==> src/rtl/sguard_pkg.sv <==
package sguard_pkg;
  localparam int ADDR_W_DEF = 21;
  localparam int SECT_W_DEF = 5;

  typedef enum logic [2:0] {
    OP_NOP     = 3'd0,
    OP_PROT    = 3'd1,
    OP_UNPROT  = 3'd2,
    OP_GPROT   = 3'd3,
    OP_GUNPROT = 3'd4,
    OP_LOCK    = 3'd5
  } op_e;

  typedef enum logic [2:0] {
    K_PROG  = 3'd0,
    K_E4K   = 3'd1,
    K_E32K  = 3'd2,
    K_E64K  = 3'd3,
    K_CHIP  = 3'd4
  } kind_e;

  // operation that touches a single sector
  function automatic logic one_sector_kind(logic [2:0] k);
    return (k == K_PROG) || (k == K_E4K) || (k == K_E32K) || (k == K_E64K);
  endfunction

  // command that lowers protection (gated by write-protect)
  function automatic logic lowers_prot(logic [2:0] op);
    return (op == OP_UNPROT) || (op == OP_GUNPROT);
  endfunction
endpackage

==> src/rtl/sguard_bank.sv <==
module sguard_bank #(
  parameter int SECT_W = sguard_pkg::SECT_W_DEF,
  localparam int NSECT = 1 << SECT_W
) (
  input  logic              clk,
  input  logic              rst_n,
  input  logic              wp_n,
  input  logic              cmd_valid,
  input  logic [2:0]        cmd_op,
  input  logic [SECT_W-1:0] sel,
  output logic [NSECT-1:0]  prot_q,
  output logic [NSECT-1:0]  lock_q,
  output logic              unprot_refused
);
  import sguard_pkg::*;

  logic go_prot, go_unprot, go_gprot, go_gunprot, go_lock;

  always_comb begin
    go_prot    = cmd_valid && (cmd_op == OP_PROT);
    go_unprot  = cmd_valid && (cmd_op == OP_UNPROT)  && wp_n;
    go_gprot   = cmd_valid && (cmd_op == OP_GPROT);
    go_gunprot = cmd_valid && (cmd_op == OP_GUNPROT) && wp_n;
    go_lock    = cmd_valid && (cmd_op == OP_LOCK);
  end

  assign unprot_refused = cmd_valid && !wp_n && lowers_prot(cmd_op);

  for (genvar i = 0; i < NSECT; i++) begin : g_sect
    localparam logic [SECT_W-1:0] IDX = SECT_W'(i);
    logic hit, set_p, clr_p, set_l;

    always_comb begin
      hit   = (sel == IDX);
      set_l = go_lock && hit;
      set_p = (go_prot && hit) || go_gprot || set_l;
      clr_p = ((go_unprot && hit) || go_gunprot) && !lock_q[i];
    end

    always_ff @(posedge clk) begin
      if (!rst_n) begin
        prot_q[i] <= 1'b1;
        lock_q[i] <= 1'b0;
      end else begin
        if (set_p)      prot_q[i] <= 1'b1;
        else if (clr_p) prot_q[i] <= 1'b0;
        if (set_l)      lock_q[i] <= 1'b1;
      end
    end
  end
endmodule

==> src/rtl/sguard_check.sv <==
module sguard_check #(
  parameter int SECT_W = sguard_pkg::SECT_W_DEF,
  localparam int NSECT = 1 << SECT_W
) (
  input  logic              clk,
  input  logic              rst_n,
  input  logic              chk_valid,
  input  logic [2:0]        chk_kind,
  input  logic [SECT_W-1:0] sel,
  input  logic [NSECT-1:0]  prot_q,
  input  logic [NSECT-1:0]  lock_q,
  output logic              rsp_valid,
  output logic              rsp_permit,
  output logic              err_flag,
  output logic              permit_now
);
  import sguard_pkg::*;

  logic sector_open, array_open;

  always_comb begin
    sector_open = !(prot_q[sel] || lock_q[sel]);
    array_open  = ~|(prot_q | lock_q);
    if (one_sector_kind(chk_kind))  permit_now = sector_open;
    else if (chk_kind == K_CHIP)    permit_now = array_open;
    else                            permit_now = 1'b0;
  end

  always_ff @(posedge clk) begin
    if (!rst_n) begin
      rsp_valid  <= 1'b0;
      rsp_permit <= 1'b0;
      err_flag   <= 1'b0;
    end else begin
      rsp_valid <= chk_valid;
      if (chk_valid) begin
        rsp_permit <= permit_now;
        err_flag   <= !permit_now;
      end
    end
  end
endmodule

==> src/rtl/sector_guard.sv <==
module sector_guard #(
  parameter int ADDR_W = sguard_pkg::ADDR_W_DEF,
  parameter int SECT_W = sguard_pkg::SECT_W_DEF,
  localparam int NSECT = 1 << SECT_W
) (
  input  logic              clk,
  input  logic              rst_n,
  input  logic              wp_n,
  input  logic              cmd_valid,
  input  logic [2:0]        cmd_op,
  input  logic [ADDR_W-1:0] cmd_addr,
  input  logic              chk_valid,
  input  logic [2:0]        chk_kind,
  input  logic [ADDR_W-1:0] chk_addr,
  output logic              rsp_valid,
  output logic              rsp_permit,
  output logic              err_flag,
  output logic [NSECT-1:0]  prot_map,
  output logic [NSECT-1:0]  lock_map
);
  logic [SECT_W-1:0] cmd_sel, chk_sel;
  logic              unprot_refused;
  logic              permit_now;

  assign cmd_sel = cmd_addr[ADDR_W-1 -: SECT_W];
  assign chk_sel = chk_addr[ADDR_W-1 -: SECT_W];

  sguard_bank #(.SECT_W(SECT_W)) u_bank (
    .clk            (clk),
    .rst_n          (rst_n),
    .wp_n           (wp_n),
    .cmd_valid      (cmd_valid),
    .cmd_op         (cmd_op),
    .sel            (cmd_sel),
    .prot_q         (prot_map),
    .lock_q         (lock_map),
    .unprot_refused (unprot_refused)
  );

  sguard_check #(.SECT_W(SECT_W)) u_check (
    .clk        (clk),
    .rst_n      (rst_n),
    .chk_valid  (chk_valid),
    .chk_kind   (chk_kind),
    .sel        (chk_sel),
    .prot_q     (prot_map),
    .lock_q     (lock_map),
    .rsp_valid  (rsp_valid),
    .rsp_permit (rsp_permit),
    .err_flag   (err_flag),
    .permit_now (permit_now)
  );
endmodule

==> config.mk <==
export PLATFORM = sky130hd
export DESIGN_NAME = sector_guard
export DESIGN_NICKNAME = d
export VERILOG_FILES = /design/src/rtl/sguard_pkg.sv /design/src/rtl/sguard_bank.sv /design/src/rtl/sguard_check.sv /design/src/rtl/sector_guard.sv
export SDC_FILE = /design/constraint.sdc
export NUM_CORES = 1
export LEC_CHECK = 0
export BUFFER_PORTS_ARGS = -buffer_cell sky130_fd_sc_hd__buf_2
export CORE_MARGIN = 2
export CORE_UTILIZATION = 55
export DETAILED_ROUTE_END_ITERATION = 6
export PLACE_DENSITY = 0.87
export SETUP_SLACK_MARGIN = 0.02
export SYNTH_ARGS = -nofsm -noshare
export SYNTH_HDL_FRONTEND = slang
export SYNTH_HIERARCHICAL = 1
export SYNTH_SLANG_ARGS = --single-unit
==> constraint.sdc <==
create_clock -name clk -period 4.3 [get_ports clk]
set_clock_uncertainty 0.15 [all_clocks]
set_input_delay 0.43 -clock clk [delete_from_list [all_inputs] [get_ports clk]]
set_output_delay 0.43 -clock clk [all_outputs]
set_load 0.02 [all_outputs]
======== Yosys cells after proc, flatten, opt, wreduce, memory -nomap -nowiden ========
Index checks and enable logic that the tools add are counted.
word-level totals
  memories kept ........................... 0
  RAM bits ................................ 0
  bits in latches ......................... 0
  register bits after elaboration ......... 67
  ROM bits ................................ 0
  input port bits ......................... 53
  output and inout port bits .............. 67
operators by class
  $add $sub $neg .......................... 0
  bitwise operators ....................... 2
  mux-type cells .......................... 6
  equality and inequality tests ........... 40
  order comparisons ....................... 1
  reductions and logical operators ........ 305
  divide/modulo/power cells ............... 0
  shift operators ......................... 0
  multipliers ............................. 0
operators by type and width
  kind                count
  $logic_and 1x1->1   135
  $logic_or 1x1->1    100
  $eq 5x5->1 const B  16
  $reduce_or 2->1     32
  $eq 5x4->1 const B  8
  $logic_not 1->1     35
  $or 32x32->32       1
  $reduce_or 32->1    1
  $eq 5x3->1 const B  4
  $eq 3x2->1 const B  4
  $bmux 1 s5          2
  $eq 5x2->1 const B  2
  $eq 3x3->1 const B  3
  $eq 3x1->1 const B  2
  $lt 5x6->1 const B  1
  $eq 5x1->1 const B  1
  $logic_not 5->1     1
  $mux 1              4
  $logic_not 3->1     1
  $not 1->1           1

======== Logic depth before layout (Yosys ltp) ========
  word-level depth ........................ 6
  depth in mapped cells ................... 6

======== By module ========
The synthesis kept the hierarchy.
modules (own cells, without submodules)
  module        instances  cells an instance  area an instance (um^2)
  sguard_bank   1          367                3075.4
  sguard_check  1          97                 649.4

======== Worst setup path before layout ========
Ideal clock, no wire load.
  path kind ............................... reg2reg
  start point ............................. register u_bank.lock_q[10]
  end point ............................... register u_check.err_flag
  data arrival time ....................... 1.619 ns
  setup slack ............................. 2.415 ns
  required time ........................... 4.034 ns
  cell stages (with the launch flop) ...... 6
  cell sequence ........................... dfxtp_1 nor4_1 nand3_1 or3_1 o31a_1 a41o_1
between the ends
  longest elaborated chain between the ends .. 6
  elaborated cells between the ends (all ways) .. 10
  classes of those cells .................. mux: 4; bitwise: 1; reduce/logical: 5
ends and longest elaborated chain
  what                                                                     RTL line                                RTL
  start: declaration                                                       sguard_bank.sv:12                       output logic [NSECT-1:0] lock_q,
  start signal: indexed assignment                                         sguard_bank.sv:43                       lock_q[i] <= 1'b0;
  start signal: indexed assignment                                         sguard_bank.sv:47                       if (set_l) lock_q[i] <= 1'b1;
  $bmux 1 s5 / $or 32x32->32 (equally long branches)                       sguard_check.sv:22, sguard_check.sv:23
  $mux 1 (not written as such) / $reduce_or 32->1 (equally long branches)  sguard_check.sv:22, sguard_check.sv:23
  $logic_or 1x1->1 / $logic_not 1->1 (equally long branches)               sguard_check.sv:22, sguard_check.sv:23
  $logic_not 1->1 / $mux 1 (equally long branches)                         sguard_check.sv:22, sguard_check.sv:25
  $mux 1 *                                                                 sguard_check.sv:24                      if (one_sector_kind(chk_kind)) permit_now = sector_open;
  $logic_not 1->1 *                                                        sguard_check.sv:38                      err_flag <= !permit_now;
  end signal: assignment                                                   sguard_check.sv:38
  end: declaration                                                         sguard_check.sv:14                      output logic err_flag,
Every way passes the cells marked *; elsewhere a longest branch is shown, timed or not. The select of a mux whose other input is x is not followed.
A chain may end at the register's enable or synchronous reset.

======== Worst setup path in the final report ========
  start point ............................. input port rst_n
  end point ............................... register u_bank.prot_q[13]
between the ends
  longest elaborated chain between the ends .. 2
ends and longest elaborated chain
  what                            RTL line           RTL
  start: declaration              sector_guard.sv:7  input logic rst_n,
  $not 1->1 (no line)             n/a
  $reduce_or 2->1 (no line)       n/a
  end signal: indexed assignment  sguard_bank.sv:42  prot_q[i] <= 1'b1;
  end signal: indexed assignment  sguard_bank.sv:45  if (set_p) prot_q[i] <= 1'b1;
  end signal: indexed assignment  sguard_bank.sv:46  else if (clr_p) prot_q[i] <= 1'b0;
  end: declaration                sguard_bank.sv:11  output logic [NSECT-1:0] prot_q,
Every way passes these cells.

==> reports/metrics.yaml <==
cts:
  cts_tree: "yes"
  clock-sinks: 67
  clk_latency_ps: 340
  cts_hold_buf: 0
  cts_buffers: 9
  cts_repair_resize_count: 0
  post-cts-setup-buffer-count: 0
  htree_levels: 3
  clock-root-buffer: "clkbuf_8"
  path_clk_slew_ps: 70
  cts.path.max_buffers: 2
route:
  routedWlPerCell_um: 22.19
  vias: 4257
  drc: 0
  first_pass_iters: 5
  via_per_inst: 7.191
  first_iter_violations: 544
  ant_nets: 0
  wl_mm: 13.14
worst_setup_path:
  critPathKind: "in -> reg"
  start_kind: "input port"
  cp.arrival_ps: 2380
  crit_fanout: 36
  setup.worst_path.end_class: "flip-flop"
  r2r_start: "u_bank/lock_q[13]"
  required_ps: 4290
  crit_start: "rst_n"
final_layout:
  nFillCells: 573
  multi_input_area_um2: 2132
  finalNonFillerCells: 592
  regArea_um2: 1341
  drive_above_1_share_pct: 23.30
  final_core_util_pct: 65.79
  area_growth_pct: 14.13
  diodes: 0
  final_net_count: 564
power:
  cellPowerDensity_nw_per_um2: 310.9
  irDropWorstVdd_mv: 0.1621
  p_leak_nw: 1.408
min_path:
  hold_class: "in -> reg"
  hp-start: "chk_valid"
global_route:
  grtUsageTotal_pct: 35.19
  gr-total-overflow: 0
  grt_pass1_wl_mm: 20.11
  grt_pass1_vias: 3950
  antenna_found_initial: 0
  grt_start_max_net_pins: 65
floorplan:
  pin_count: 120
  fp.dieW_um: 86.05
  dieArea_um2: 7404
  rows: 29
  initial_core_util_pct: 57.65
  core_area_um2: 6422
  die_h_um: 86.05
timing:
  setup_violations: 0
  hold_violations: 0
  fmax_mhz: 418.5
  relSlewSlack_pct: 12.07
  rsz0062_at_grt: "no"
  fin_setup_tns_ps: 0
  period_share_pct: 55.57
  final.min_clock_period_ps: 2390
  report.final.slew_viol_count: 0
  tightest_slew_ps: 1319
place:
  place_congestion: 1.071
  placedCellCount: 577
  dp_hpwl_mm: 8.504
  portBuffers: 87
outcome:
  status: "complete, no violations"
synth:
  syn_nets: 514
  syn_inst: 461
  syn_area_per_cell_um2: 8.031
  yosysWarnings: 6
  synth.cell_area_um2: 3702
flow_run:
  drv_cap: 0
==> report_power, final <==
part / total [mW] / internal [mW] / switching (mW)
logic: 0.151 / 0.0387 / 0.112
registers: 0.639 / 0.629 / 0.00990
clock network: 0.523 / 0.296 / 0.227
==> state kept, by name, indices dropped and copies added, names as in the netlist <==
register,flops
u_check/rsp_valid,1
u_check/rsp_permit,1
u_bank/lock_q,32
u_bank/prot_q,32
u_check/err_flag,1
==> worst max-delay path, cell delays in order <==
cell       delay (ps)
buf_2             530
and2_1           1120
o2111ai_1         290
==> metrics by stage <==
stage | hold WS [ps] | power [mW] | instance area, um2 | worst slack, ps
3_5_place_dp | 353.4 | 0.7959 | 4025 | 1639
3_3_place_gp | 348.3 | 0.7921 | 4025 | 1752
6_report | 182.2 | 1.314 | 4225 | 1910
4_1_cts | 171.2 | 1.309 | 4219 | 1988
2_1_floorplan | 401.1 | 0.7507 | 3702 | 2432
5_1_grt | 189.3 | 1.346 | 4225 | 1873
==> layout by cell type (no fill, tap or decap), types with 3 or more instances in the layout <==
| master | instances |
|---|---|
| and2_1 | 3 |
| nand3b_1 | 4 |
| clkbuf_8 | 11 |
| nor3_1 | 66 |
| or3_1 | 3 |
| a2111oi_0 | 3 |
| a21oi_1 | 4 |
| nor2_1 | 17 |
| nand3_1 | 34 |
| or3b_1 | 3 |
| nor3_2 | 8 |
| nand4_1 | 5 |
| nand2b_1 | 3 |
| o2111ai_1 | 32 |
| nor2b_1 | 5 |
| o21ai_0 | 31 |
| nand2_1 | 34 |
| o21a_1 | 32 |
| nand4b_1 | 3 |
| dfxtp_1 | 67 |
| o21ai_1 | 5 |
| nor4_1 | 18 |
| buf_2 | 87 |
==> cell type report <==
class                      count  area share, %
multi-input combinational    341          50.46
timing repair buffer          89          10.66
clock buffer                  13          3.761
sequential                    67          31.74
clock inverter                 2         0.8291
inverter                       3         0.2665
tap                           77          2.280
==> layer usage <==
metal | wire length [um] | global-route usage, % | vias to the layer above | share of wire [%]
met2 | 5915 | 54.69 | 359 | 45
met3 | 1641 | 7.700 | 59 | 12
met4 | 607 | 22.80 | 0 | 4.6
met5 | 0 | 0 | - | 0
li1 | - | - | 1851 | -
met1 | 4971 | 43.85 | 1988 | 38
==> final timing paths <==
| path | cells after the start | to | slack (ps) |
|---|---|---|---|
| max reg2reg | 5 | u_check/err_flag | 2140 |
| min | 2 | u_check/rsp_permit | 180 |
| max | 3 | u_bank/prot_q[13] | 1910 |
| min reg2reg | 1 | u_bank/lock_q[23] | 360 |
(Power assumes the default switching activity.)
